===== src/rtl/secded_pkg.sv =====
`timescale 1ns/1ps
// Shared helpers for the SEC-DED protector: code sizing, position mapping
// and the read-side status type. Assumes positions are 1-based Hamming indices.
package secded_pkg;

    typedef enum logic [1:0] {
        RD_CLEAN  = 2'd0,
        RD_SINGLE = 2'd1,
        RD_DOUBLE = 2'd2
    } rd_state_e;

    // Smallest number of Hamming bits able to address every position plus "no error".
    function automatic int ham_bits(input int dw);
        int p;
        p = 1;
        while ((1 << p) < dw + p + 1) p++;
        return p;
    endfunction

    // True for positions reserved for check bits.
    function automatic bit is_pow2(input int v);
        return (v > 0) && ((v & (v - 1)) == 0);
    endfunction

    // Data bit index held at a non-power-of-two position.
    function automatic int data_index(input int pos);
        return pos - 1 - $clog2(pos + 1);
    endfunction

endpackage


===== src/rtl/secded_enc.sv =====
`timescale 1ns/1ps
// Write-side encoder: scatters data into Hamming positions, computes even
// check bits with XOR trees and appends the overall parity at bit 0.
// Assumes nothing about timing; purely combinational.
module secded_enc
    import secded_pkg::*;
#(
    parameter  int DATA_W = 32,
    localparam int P      = ham_bits(DATA_W),
    localparam int N_POS  = DATA_W + P,
    localparam int CODE_W = N_POS + 1
) (
    input  logic [DATA_W-1:0] data,
    output logic [CODE_W-1:0] code
);

    logic [N_POS:1] dpos;
    logic [P-1:0]   chk;
    logic [N_POS:1] body;

    // Place data bits at their positions, holes left for check bits.
    for (genvar pos = 1; pos <= N_POS; pos++) begin : g_spread
        if (is_pow2(pos)) begin : g_hole
            assign dpos[pos] = 1'b0;
        end else begin : g_data
            assign dpos[pos] = data[data_index(pos)];
        end
    end

    // Even parity per check bit over positions whose index has that bit set.
    always_comb begin
        chk = '0;
        for (int j = 0; j < P; j++) begin
            for (int pos = 1; pos <= N_POS; pos++) begin
                if (((pos >> j) & 1) == 1) chk[j] = chk[j] ^ dpos[pos];
            end
        end
    end

    // Merge check bits into their slots and append overall parity.
    always_comb begin
        body = dpos;
        for (int j = 0; j < P; j++) body[1 << j] = chk[j];
        code = {body, ^body};
    end

endmodule


===== src/rtl/secded_syn.sv =====
`timescale 1ns/1ps
// Read-side syndrome former: recomputes check bits from the read data
// positions, XORs them with the stored check bits, and tests overall parity.
// Assumes the codeword layout produced by secded_enc.
module secded_syn
    import secded_pkg::*;
#(
    parameter  int DATA_W = 32,
    localparam int P      = ham_bits(DATA_W),
    localparam int N_POS  = DATA_W + P,
    localparam int CODE_W = N_POS + 1
) (
    input  logic [CODE_W-1:0] code,
    output logic [P-1:0]      syn,
    output logic              par_err
);

    logic [P-1:0] recomp;

    // Same parity equations as the encoder, fed from read-back data only.
    always_comb begin
        recomp = '0;
        for (int pos = 1; pos <= N_POS; pos++) begin
            if (!is_pow2(pos)) begin
                for (int j = 0; j < P; j++) begin
                    if (((pos >> j) & 1) == 1) recomp[j] = recomp[j] ^ code[pos];
                end
            end
        end
    end

    // Compare recomputed against stored check bits.
    always_comb begin
        for (int j = 0; j < P; j++) syn[j] = recomp[j] ^ code[1 << j];
    end

    assign par_err = ^code;

endmodule


===== src/rtl/secded_fix.sv =====
`timescale 1ns/1ps
// Read-side corrector: classifies the word, decodes the syndrome to a
// one-hot flip mask and passes each data bit or its complement.
// Assumes syn and par_err come from secded_syn for the same codeword.
module secded_fix
    import secded_pkg::*;
#(
    parameter  int DATA_W = 32,
    localparam int P      = ham_bits(DATA_W),
    localparam int N_POS  = DATA_W + P,
    localparam int CODE_W = N_POS + 1
) (
    input  logic [CODE_W-1:0] code,
    input  logic [P-1:0]      syn,
    input  logic              par_err,
    output logic [DATA_W-1:0] data,
    output logic [N_POS:1]    flip,
    output logic              sec,
    output logic              ded
);

    rd_state_e st;
    logic      in_range;

    assign in_range = (syn != '0) && (int'(syn) <= N_POS);

    // Classify: odd parity means one (repairable) error unless it points off the end.
    always_comb begin
        if (!par_err)
            st = (syn == '0) ? RD_CLEAN : RD_DOUBLE;
        else if ((syn == '0) || in_range)
            st = RD_SINGLE;
        else
            st = RD_DOUBLE;
    end

    // Syndrome decoder and per-bit select between a bit and its inverse.
    for (genvar pos = 1; pos <= N_POS; pos++) begin : g_pos
        localparam logic [P-1:0] SV = P'(pos);
        assign flip[pos] = (st == RD_SINGLE) && (syn == SV);
        if (!is_pow2(pos)) begin : g_data
            assign data[data_index(pos)] = flip[pos] ? ~code[pos] : code[pos];
        end
    end

    assign sec = (st == RD_SINGLE);
    assign ded = (st == RD_DOUBLE);

endmodule


===== src/rtl/secded_guard.sv =====
`timescale 1ns/1ps
// Top of the SEC-DED protector: encoder on the write path, syndrome and
// corrector on the read path, and an optional register stage on all outputs.
// Assumes clk/rst_n are only meaningful when REG_OUT is set.
module secded_guard
    import secded_pkg::*;
#(
    parameter  int DATA_W  = 32,
    parameter  bit REG_OUT = 1'b1,
    localparam int P       = ham_bits(DATA_W),
    localparam int N_POS   = DATA_W + P,
    localparam int CODE_W  = N_POS + 1
) (
    input  logic              clk,
    input  logic              rst_n,
    input  logic [DATA_W-1:0] wr_data,
    output logic [CODE_W-1:0] wr_code,
    input  logic [CODE_W-1:0] rd_code,
    output logic [DATA_W-1:0] rd_data,
    output logic              rd_sec,
    output logic              rd_ded
);

    logic [CODE_W-1:0] enc_code;
    logic [P-1:0]      syn;
    logic              par_err;
    logic [DATA_W-1:0] fix_data;
    logic [N_POS:1]    flip_mask;
    logic              fix_sec;
    logic              fix_ded;

    secded_enc #(.DATA_W(DATA_W)) u_enc (
        .data (wr_data),
        .code (enc_code)
    );

    secded_syn #(.DATA_W(DATA_W)) u_syn (
        .code    (rd_code),
        .syn     (syn),
        .par_err (par_err)
    );

    secded_fix #(.DATA_W(DATA_W)) u_fix (
        .code    (rd_code),
        .syn     (syn),
        .par_err (par_err),
        .data    (fix_data),
        .flip    (flip_mask),
        .sec     (fix_sec),
        .ded     (fix_ded)
    );

    if (REG_OUT) begin : g_reg
        // Output stage: one-cycle latency, cleared by synchronous reset.
        always_ff @(posedge clk) begin
            if (!rst_n) begin
                wr_code <= '0;
                rd_data <= '0;
                rd_sec  <= 1'b0;
                rd_ded  <= 1'b0;
            end else begin
                wr_code <= enc_code;
                rd_data <= fix_data;
                rd_sec  <= fix_sec;
                rd_ded  <= fix_ded;
            end
        end
    end else begin : g_comb
        assign wr_code = enc_code;
        assign rd_data = fix_data;
        assign rd_sec  = fix_sec;
        assign rd_ded  = fix_ded;
    end

endmodule


===== config.mk =====
export PLATFORM = sky130hd
export DESIGN_NAME = secded_guard
export DESIGN_NICKNAME = d
export VERILOG_FILES = /design/src/rtl/secded_pkg.sv /design/src/rtl/secded_enc.sv /design/src/rtl/secded_syn.sv /design/src/rtl/secded_fix.sv /design/src/rtl/secded_guard.sv
export SDC_FILE = /design/constraint.sdc
export NUM_CORES = 1
export LEC_CHECK = 0
export ABC_AREA = 1
export BUFFER_PORTS_ARGS = -buffer_cell sky130_fd_sc_hd__buf_4
export CAP_MARGIN = 20
export CORE_MARGIN = 5
export CORE_UTILIZATION = 60
export DETAILED_ROUTE_END_ITERATION = 16
export PLACE_DENSITY = 0.84
export SLEW_MARGIN = 20
export SYNTH_ARGS = -nofsm -noshare
export SYNTH_HDL_FRONTEND = slang
export SYNTH_HIERARCHICAL = 1
export SYNTH_SLANG_ARGS = --single-unit

===== constraint.sdc =====
create_clock -name clk -period 4.2 [get_ports clk]
set_clock_uncertainty 0.2 [all_clocks]
set_input_delay 0.84 -clock clk [delete_from_list [all_inputs] [get_ports clk]]
set_output_delay 0.84 -clock clk [all_outputs]
set_load 0.02 [all_outputs]

Word level (Yosys, flattened, before mapping)
Index checks and enable logic that the tools add are counted.

operators by class
  $add $sub $neg = 0
  multipliers = 0
  divide/modulo/power cells = 0
  magnitude comparators = 1
  eq/ne operators = 34
  shifts and indexed selects = 0
  multiplexer cells = 35
  bitwise logic cells = 206
  reductions and logical operators = 38

operator list
  kind                count
  $xor 1x1->1         174
  $eq 6x5->1 const B  15
  $eq 6x4->1 const B  7
  $reduce_xor 39->1   1
  $reduce_xor 38->1   1
  $eq 6x6->1 const B  6
  $logic_and 1x1->1   33
  $mux 1              32
  $not 1->1           32
  $eq 6x3->1 const B  3
  $eq 6x2->1 const B  1
  $le 6x6->1 const B  1
  $logic_not 6->1     1
  $mux 2              3
  $reduce_bool 6->1   1
  $eq 2x1->1 const B  1
  $eq 2x2->1 const B  1
  $logic_or 1x1->1    1

word-level totals
  register bits after elaboration = 73
  latch bits = 0
  bits in writable memories = 0
  memory bits (read-only) = 0
  input bits = 73
  memories = 0

Depth between registers and ports, before layout
Gate-level depths: netlist of run 1.

  word-level depth = 26
  gate-level depth with buffers = 23
  gate-level depth less buffers = 22

Hierarchy
Netlist of run 1, hierarchy kept.

by module, submodules not included
  module        times used  cells an instance  area an instance (sq um)  seq. area each (sq um)
  secded_guard  1           227                2117.0                    1461.4
  secded_enc    1           403                1903.1                    0.0
  secded_syn    1           268                1296.2                    0.0
  secded_fix    1           285                1283.7                    0.0

Worst setup path after synthesis of run 1
Ideal clock, no wire load.

  path kind = input to register
  start point = input port rd_code[37]
  end point = register rd_data[14]
  setup time = 109 ps
  arrival = 2659 ps
  path slack = 1232 ps
  stages = 18
  path buffers = 1
  cells stage by stage = or2_1 nand2_1 nand2_1 nand2_1 xor2_1 xor2_1 nand3_1 nand2_1 inv_2 nor2_4 nand3_1 nand2_2 buf_4 nand3_1 nand2_1 nand2_1 nand2_1 inv_1

on the way
  longest elaborated chain between the ends = 11
  elaborated cells on any way between the ends = 21
  those cells by class = 1 x order compare; 2 x eq/ne; 4 x mux; 8 x bitwise; 6 x reduce/logical

RTL lines
  what                                             line                text
  start, declared                                  secded_guard.sv:18  input logic [CODE_W-1:0] rd_code,
  $xor 1x1->1 * (2 in a row)                       secded_syn.sv:26    if (((pos >> j) & 1) == 1) recomp[j] = recomp[j] ^ code[pos];
  $xor 1x1->1 *                                    secded_syn.sv:34    for (int j = 0; j < P; j++) syn[j] = recomp[j] ^ code[1 << j];
  named net syn[2]                                 secded_guard.sv:25  logic [P-1:0] syn;
  $le 6x6->1 or $reduce_bool 6->1 (tied branches)  secded_fix.sv:25    assign in_range = (syn != '0) && (int'(syn) <= N_POS);
  $logic_and 1x1->1                                secded_fix.sv:25
  $logic_or 1x1->1                                 secded_fix.sv:31    else if ((syn == '0) || in_range)
  $mux 2                                           secded_fix.sv:31
  $mux 2                                           secded_fix.sv:29    if (!par_err)
  $eq 2x1->1                                       -
  $logic_and 1x1->1 *                              secded_fix.sv:40    assign flip[pos] = (st == RD_SINGLE) && (syn == SV);
  $mux 1 *                                         secded_fix.sv:42    assign data[data_index(pos)] = flip[pos] ? ~code[pos] : code[pos];
  named net fix_data[14]                           secded_guard.sv:27  logic [DATA_W-1:0] fix_data;
  end signal, assigned                             secded_guard.sv:63  rd_data <= fix_data;
  end, declared                                    secded_guard.sv:19  output logic [DATA_W-1:0] rd_data,

Mark *: on every way through the listed nets, which the timed path passes. The rest lies on a longest branch.
A chain may end at the register's enable or synchronous reset.

Final worst setup path of run 1
  start point = input port rd_code[37]
  end point = register rd_data[21]

Same word-level chain as after synthesis.

==> results.yml, run 1 <==
clock_network:
  max-clock-path-buffers: 2
  clock_sinks: 73
  h-tree-depth: 3
  path_clk_slew_ns: 0.09
  post_cts_resized: 0
  cts_root_buf: "clkbuf_8"
  hold_buffers: 0
  cts_setup_buffers: 0
  cts_buffers: 9
  cts_tree: "yes"
sta:
  final-hold-violation-count: 0
  slew_headroom: 0.504
  finalCritPeriodShare: 0.772
  setup_slack_ns: 0.957
  period_needed_ns: 3.24
  setup_viol: 0
  fin_setup_tns_ns: 0
  timing.fmax_mhz: 308
  rsz0062_at_grt: "false"
  slew_violations: 0
  worst_pin_slew_ns: 0.744
detailed_routing:
  viasPerCell: 4.86
  postRouteWirelength_um: 16900
  ant_nets: 0
  wl_per_cell_um: 12.2
  vias: 6728
  firstDrtPassIters: 6
  drtIter0Drc: 490
  drc_errors: 0
placed_design:
  dp_hpwl_um: 13500
  place_worst_setup_slack_ns: 0.623
  io_buffers: 145
  dpl_cell_area_um2: 7250
  gp_congestion: 0.980
global_route:
  grt_pass1_vias: 5934
  antenna_found_initial: 0
  track_usage: 0.259
  grt_max_degree: 74
  grt_overflow: 0
  grt_pass1_wl_um: 27400
layout:
  nNetsFinal: 1315
  syn2layout_area_growth_pct: 16.0
  drive_gt1_frac: 0.184
  antenna_cells: 0
  final_util: 0.717
  design_area_um2: 7430
critical_path:
  cp_max_fo: 28
  crit_path_end_kind: "flop"
  crit_start: "rd_code[37]"
  crit_top_cell: "nand2_1"
  cp_slowest_cell: "buf_4"
  critPathKind: "primary input to flop"
  arrival_ns: 3.29
  cp-start-kind: "primary input"
  critPathRequiredTime_ns: 4.24
  cp_cell_sequence: "buf_4 -> or2_1 -> nand2_1 -> nand2_1 -> nand2_1 -> xor2_1 -> xor2_1 -> nand3_1 -> nand2_1 -> inv_2 -> nor2_4 -> nand3_1 -> nand2_2 -> buf_4 -> nand3_1 -> nand2_1 -> nand2_1 -> nand2_1 -> inv_1"
  critPathMaxStageDelay_ns: 0.28
power_and_ir_drop:
  power_per_cell_area_nw_per_um2: 350
  max-vdd-ir-drop_mv: 0.209
  leakage_nw: 4.81
floorplan:
  fp.dieH_um: 113
  io_pins: 146
  core_area_um2: 10400
  rows: 37
  die_w_um: 113
  die_area_um2: 12900
  start_util: 0.618
status:
  status: "completed"
synthesis:
  synthCells: 1140
  syn_nets: 1213
  avgSynthCellArea_um2: 5.62
  yosys_warnings: 6
  syn-cell-area_um2: 6410
worst_hold_path:
  holdPathStages: 3
  hold_path_end: "wr_code[28]"
  hold_class: "primary input to flop"
  hp-start: "wr_data[22]"
run:
  cap_violations: 0
-- flip-flops by register name, summed over array words and instances (netlist names) --
| name | flops |
|---|---|
| wr_code | 39 |
| rd_data | 32 |
| rd_ded | 1 |
| rd_sec | 1 |
-- power breakdown --
group	internal (mW)	total [mW]	switching [mW]
Combinational	0.426	1.30	0.874
Clock	0.225	0.530	0.306
Sequential	0.750	0.768	0.0182
-- how the worst max path moves through the flow --
stage / to / slack, ns / cells past startpoint
3_3_place_gp: rd_data[21] / 0.68 / 19
3_5_place_dp: rd_data[21] / 0.62 / 19
2_1_floorplan: rd_data[24] / 1.26 / 18
5_1_grt: rd_data[15] / 0.81 / 19
4_1_cts: rd_data[21] / 0.99 / 19
6_report: rd_data[21] / 0.96 / 19
-- per-stage QoR --
step | hold slack [ns] | instances | total power [mW]
6_report | 0.502 | 1383 | 2.60
5_1_grt | 0.514 | 1383 | 2.79
4_1_cts | 0.496 | 1383 | 2.58
3_5_place_dp | 0.865 | 1367 | 2.05
2_1_floorplan | 0.814 | 1140 | 1.73
3_3_place_gp | 0.858 | 1367 | 2.03
-- cell type report --
| class | instances | area [µm²] |
|---|---|---|
| fill | 966 | 2940 |
| clock buffer | 9 | 124 |
| multi-input combinational | 785 | 3660 |
| sequential | 73 | 1460 |
| clock inverter | 7 | 61.3 |
| tap | 136 | 170 |
| timing repair buffer | 149 | 1120 |
| inverter | 224 | 841 |
-- routing by layer --
layer	up-vias	track usage	wire length, µm
met3	22	0.0519	1710
met1	2897	0.377	7930
met5	-	0	0
li1	3518	-	-
met4	0	0.0569	167
met2	291	0.395	7060
-- cells in the final DEF, fill, tap and decap left out, drive strengths merged --
cell type	count
inv	226
clkbuf	9
clkinvlp	2
dfxtp	73
xor2	36
or2	3
nor2	65
xnor2	36
nor3	1
buf	149
nand3b	7
nand3	77
nand2	526
clkinv	3
a21oi	1
o21ai	2
nand4	31
-- worst max-delay path: cells and delay by family --
kind	cells	cell delay [ns]
simple gates	13	1.46
xor+xnor	2	0.42
buf+inv	4	0.53
Note: power is estimated with default switching activity, not from simulation.
==> inputs of run 2 (changes only) <==
- CORE_UTILIZATION: 60 -> 56
- PLACE_DENSITY: 0.84 -> 0.79
- clock period: 4.2 -> 3.35 ns (I/O delays scaled with it)
==> results.yml, run 2 (synthesis results as in run 1) <==
status:
  status: "completed"
detailed_routing:
  drc_errors: 0
  firstDrtPassIters: 5
  wl_per_cell_um: 11.8
  viasPerCell: 4.77
  vias: 6651
  ant_nets: 0
  postRouteWirelength_um: 16400
  drtIter0Drc: 554
sta:
  fin_setup_tns_ns: 0
  worst_pin_slew_ns: 0.752
  slew_headroom: 0.499
  finalCritPeriodShare: 0.881
  slew_violations: 0
  final-hold-violation-count: 0
  rsz0062_at_grt: "false"
  setup_viol: 0
  timing.fmax_mhz: 339
  setup_slack_ns: 0.400
  period_needed_ns: 2.95
layout:
  syn2layout_area_growth_pct: 19.7
  largest_reg_flops: 39
  top_regs: "wr_code x39, rd_data x32"
  fill_cells: 1107
  fin_cells: 1393
  antenna_cells: 0
  nNetsFinal: 1318
  drive_gt1_frac: 0.186
  final_cell_mix: "nand2_1, inv_1, buf_4"
  regMostFlops: "wr_code"
  final_common_cell: "nand2_1"
  final_util: 0.678
critical_path:
  critPathKind: "primary input to flop"
  critPathRequiredTime_ns: 3.38
  arrival_ns: 2.98
  cp-start-kind: "primary input"
  crit_path_end_kind: "flop"
  cp_max_fo: 5
clock_network:
  h-tree-depth: 3
  clock_sinks: 73
  hold_buffers: 0
  cts_tree: "yes"
  cts_buffers: 9
  cts_setup_buffers: 0
  path_clk_slew_ns: 0.06
  max-clock-path-buffers: 2
  cts_root_buf: "clkbuf_16"
  post_cts_resized: 0
global_route:
  track_usage: 0.242
  grt_max_degree: 74
  antenna_found_initial: 0
  grt_pass1_vias: 5796
  grt_pass1_wl_um: 26500
  grt_overflow: 0
run:
  cap_violations: 0
floorplan:
  core_area_um2: 11300
  rows: 39
  die_w_um: 117
  start_util: 0.566
  io_pins: 146
  die_area_um2: 13700
  fp.dieH_um: 117
power_and_ir_drop:
  leakage_nw: 4.92
  power_per_cell_area_nw_per_um2: 488
  max-vdd-ir-drop_mv: 0.334
worst_hold_path:
  hold_path_end: "wr_code[14]"
  hold_class: "primary input to flop"
  holdPathStages: 3
  hp-start: "wr_data[9]"
placed_design:
  gp_congestion: 0.944
  dp_hpwl_um: 13000
  place_worst_setup_slack_ns: 0.153
  io_buffers: 145
  place_inst: 1377
==> run 2: critical path, cell delays in order <==
cell and delay [ns]:
buf_4 0.15, xnor2_1 0.15, xnor2_1 0.43, or2_1 0.17, nand3_1 0.06, nand2_1 0.09
nand2_1 0.05, nand2_1 0.17, inv_1 0.08, nor2_1 0.24, nand2_1 0.13, nor2_1 0.22
nand3_1 0.12, nand2_1 0.08, nand2_1 0.05, nand2_1 0.07, inv_1 0.05
==> run 2: power breakdown <==
group / switching [mW] / internal (mW) / total [mW]
Clock: 0.380 / 0.731 / 1.11
Sequential: 0.0219 / 0.941 / 0.963
Combinational: 1.08 / 0.590 / 1.67
Total: 1.48 / 2.26 / 3.75
==> run 2: area by class of cell <==
class	instances	area, µm²	share of cell area
multi-input cells	785	3660	0.477
flip-flops and latches	73	1460	0.190
repair buffers	152	1190	0.155
inverters	224	841	0.110
clock buffers	10	229	0.0298
well taps	143	179	0.0233
clock inverters	6	116	0.0152
==> run 2: metrics by stage <==
stage / hold WS (ns) / total power [mW] / cell area (µm²)
after floorplan: 0.644 / 2.17 / 6410
after global placement: 0.684 / 2.60 / 7330
after detailed placement: 0.685 / 2.63 / 7330
after CTS: 0.333 / 3.75 / 7670
after global routing: 0.347 / 4.01 / 7670
final: 0.346 / 3.75 / 7670
==> run 2: worst max path at each step <==
| stage | cells after the start | start | endpoint |
|---|---|---|---|
| after floorplan | 18 | rd_code[37] | rd_data[24] |
| after global placement | 17 | rd_code[27] | rd_data[1] |
| after detailed placement | 17 | rd_code[27] | rd_data[1] |
| after CTS | 17 | rd_code[27] | rd_data[8] |
| after global routing | 18 | rd_code[27] | rd_data[1] |
| final | 17 | rd_code[27] | rd_data[8] |
==> run 2: metal layers <==
layer | vias to the layer above | track usage | part of all wire
met4 | 0 | 0.0757 | 0.016
li1 | 3526 | - | -
met2 | 248 | 0.359 | 0.42
met5 | - | 0 | 0
met1 | 2860 | 0.354 | 0.49
met3 | 17 | 0.0473 | 0.082
==> inputs of run 3 (changes only) <==
- GPL_TIMING_DRIVEN: not set -> 0
- clock period: 3.35 -> 3 ns (I/O delays scaled with it)
==> results.yml, run 3 (synthesis results as in run 1) <==
status:
  status: "completed"
critical_path:
  arrival_ns: 2.89
  crit_family: "simple AND/OR/NAND/NOR gates"
  crit_path_end_kind: "flop"
  cp_cell_sequence: "buf_4 -> or2_1 -> nand2_1 -> nand2_1 -> nand2_1 -> xor2_2 -> xor2_1 -> nand3_1 -> nand2_4 -> inv_2 -> nor2_4 -> nand3_1 -> nand2_2 -> buf_4 -> nand3_1 -> nand2_1 -> nand2_1 -> nand2_1 -> inv_1"
  worst-path-buf-inv: 4
  critPathRequiredTime_ns: 3.04
  cp_max_fo: 9
  cp_slowest_cell: "or2_1"
  crit_top_cell: "nand2_1"
  critPathKind: "primary input to flop"
  critPathMaxStageDelay_ns: 0.25
  cp-start-kind: "primary input"
sta:
  setup_viol: 0
  period_needed_ns: 2.85
  finalCritPeriodShare: 0.951
  slew_violations: 0
  slew_headroom: 0.714
  final-hold-violation-count: 0
  worst_pin_slew_ns: 0.428
  timing.fmax_mhz: 351
clock_network:
  cts_root_buf: "clkbuf_16"
  h-tree-depth: 3
  cts_setup_buffers: 0
  hold_buffers: 0
  path_clk_slew_ns: 0.06
  max-clock-path-buffers: 2
  cts_tree: "yes"
  clock_sinks: 73
  cts_buffers: 9
detailed_routing:
  firstDrtPassIters: 6
  vias: 6829
  wl_met3_um: 1690
  postRouteWirelength_um: 17600
  drc_errors: 0
  met1_length_um: 8450
  drtIter0Drc: 537
  wl_per_cell_um: 12.2
  top_layer_used: "met4"
  viasPerCell: 4.75
  routed-wl-met2_um: 7240
  ant_nets: 0
global_route:
  antenna_found_initial: 0
  grt_pass1_vias: 5990
  grt_pass1_wl_um: 28100
  grt_overflow: 0
  track_usage: 0.259
  grt_max_degree: 15
layout:
  final_cell_mix: "nand2_1, inv_1, buf_4"
  design_area_um2: 8010
  syn2layout_area_growth_pct: 24.9
  final_util: 0.707
  regMostFlops: "wr_code"
  antenna_cells: 0
  top_regs: "wr_code x39, rd_data x32"
  fin_cells: 1439
  largest_reg_flops: 39
  nNetsFinal: 1364
  final_common_cell: "nand2_1"
  drive_gt1_frac: 0.222
placed_design:
  gp_congestion: 0.923
  io_buffers: 141
  place_inst: 1424
  dp_hpwl_um: 14300
  dpl_cell_area_um2: 7650
floorplan:
  rows: 39
  die_area_um2: 13700
  start_util: 0.566
  io_pins: 146
  die_w_um: 117
  core_area_um2: 11300
  fp.dieH_um: 117
power_and_ir_drop:
  max-vdd-ir-drop_mv: 0.377
  switching_share: 0.423
  seqPwrFrac: 0.261
  clkPwrFrac: 0.266
  p_comb_frac: 0.473
  p_int_mw: 2.37
  leakage_nw: 5.13
  power_per_cell_area_nw_per_um2: 513
  switchingPower_mw: 1.74
worst_hold_path:
  hold_class: "primary input to flop"
run:
  cap_violations: 0
## run 3: cell count changes in the layout (fill, tap and decap cells not counted), moves of 3 or more
cell,previous run,this run
buf_4,148,179
clkbuf_8,0,7
buf_2,0,6
xnor2_1,35,30
xnor2_2,1,6
buf_12,4,0
nor2_1,62,59
nor2_2,1,4
## run 3: power by group through the flow
stage	logic, mW	registers [mW]	clock network [mW]
6_report	1.94	1.07	1.09
5_1_grt	2.16	1.08	1.16
4_1_cts	1.89	1.07	1.11
3_5_place_dp	1.88	1.10	0
3_3_place_gp	1.86	1.09	0
2_1_floorplan	1.22	1.20	0
## run 3: final timing paths
kind	from	endpoint	slack, ns	cells past startpoint
worst min-delay path	wr_data[25]	wr_code[31]	0.24	3
worst max-delay path	rd_code[37]	rd_data[1]	0.15	19
## run 3: repair_timing
| item | CTS | global route |
|---|---|---|
| gates cloned | 0 | 0 |
| gates resized for setup | 3 | 13 |
| setup endpoints to repair | 15 | 33 |
## run 3: stage by stage
stage / setup WS (ns) / setup TNS (ns) / power (mW) / hold WS [ns]
after floorplan: 0.299 / 0 / 2.42 / 0.574
after global placement: -0.429 / -10.78 / 2.95 / 0.581
after detailed placement: -0.426 / -10.64 / 2.97 / 0.588
after CTS: 0.0450 / 0 / 4.08 / 0.234
after global routing: -0.0190 / -0.0761 / 4.39 / 0.246
final: 0.147 / 0 / 4.11 / 0.241
## run 3: layout make-up
cell class / count / area [µm²]
buffer: 57 / 450
clock buffer: 9 / 225
fill: 1072 / 3310
clock inverter: 7 / 76.3
multi-input combinational: 785 / 3720
tap: 143 / 179
timing repair buffer: 141 / 1060
inverter: 224 / 841
sequential: 73 / 1460
## run 3: layer usage
metal / vias up / global-route usage
met4: 0 / 0.0612
met1: 2942 / 0.387
met3: 17 / 0.0442
met5: - / 0
li1: 3617 / -
met2: 253 / 0.388
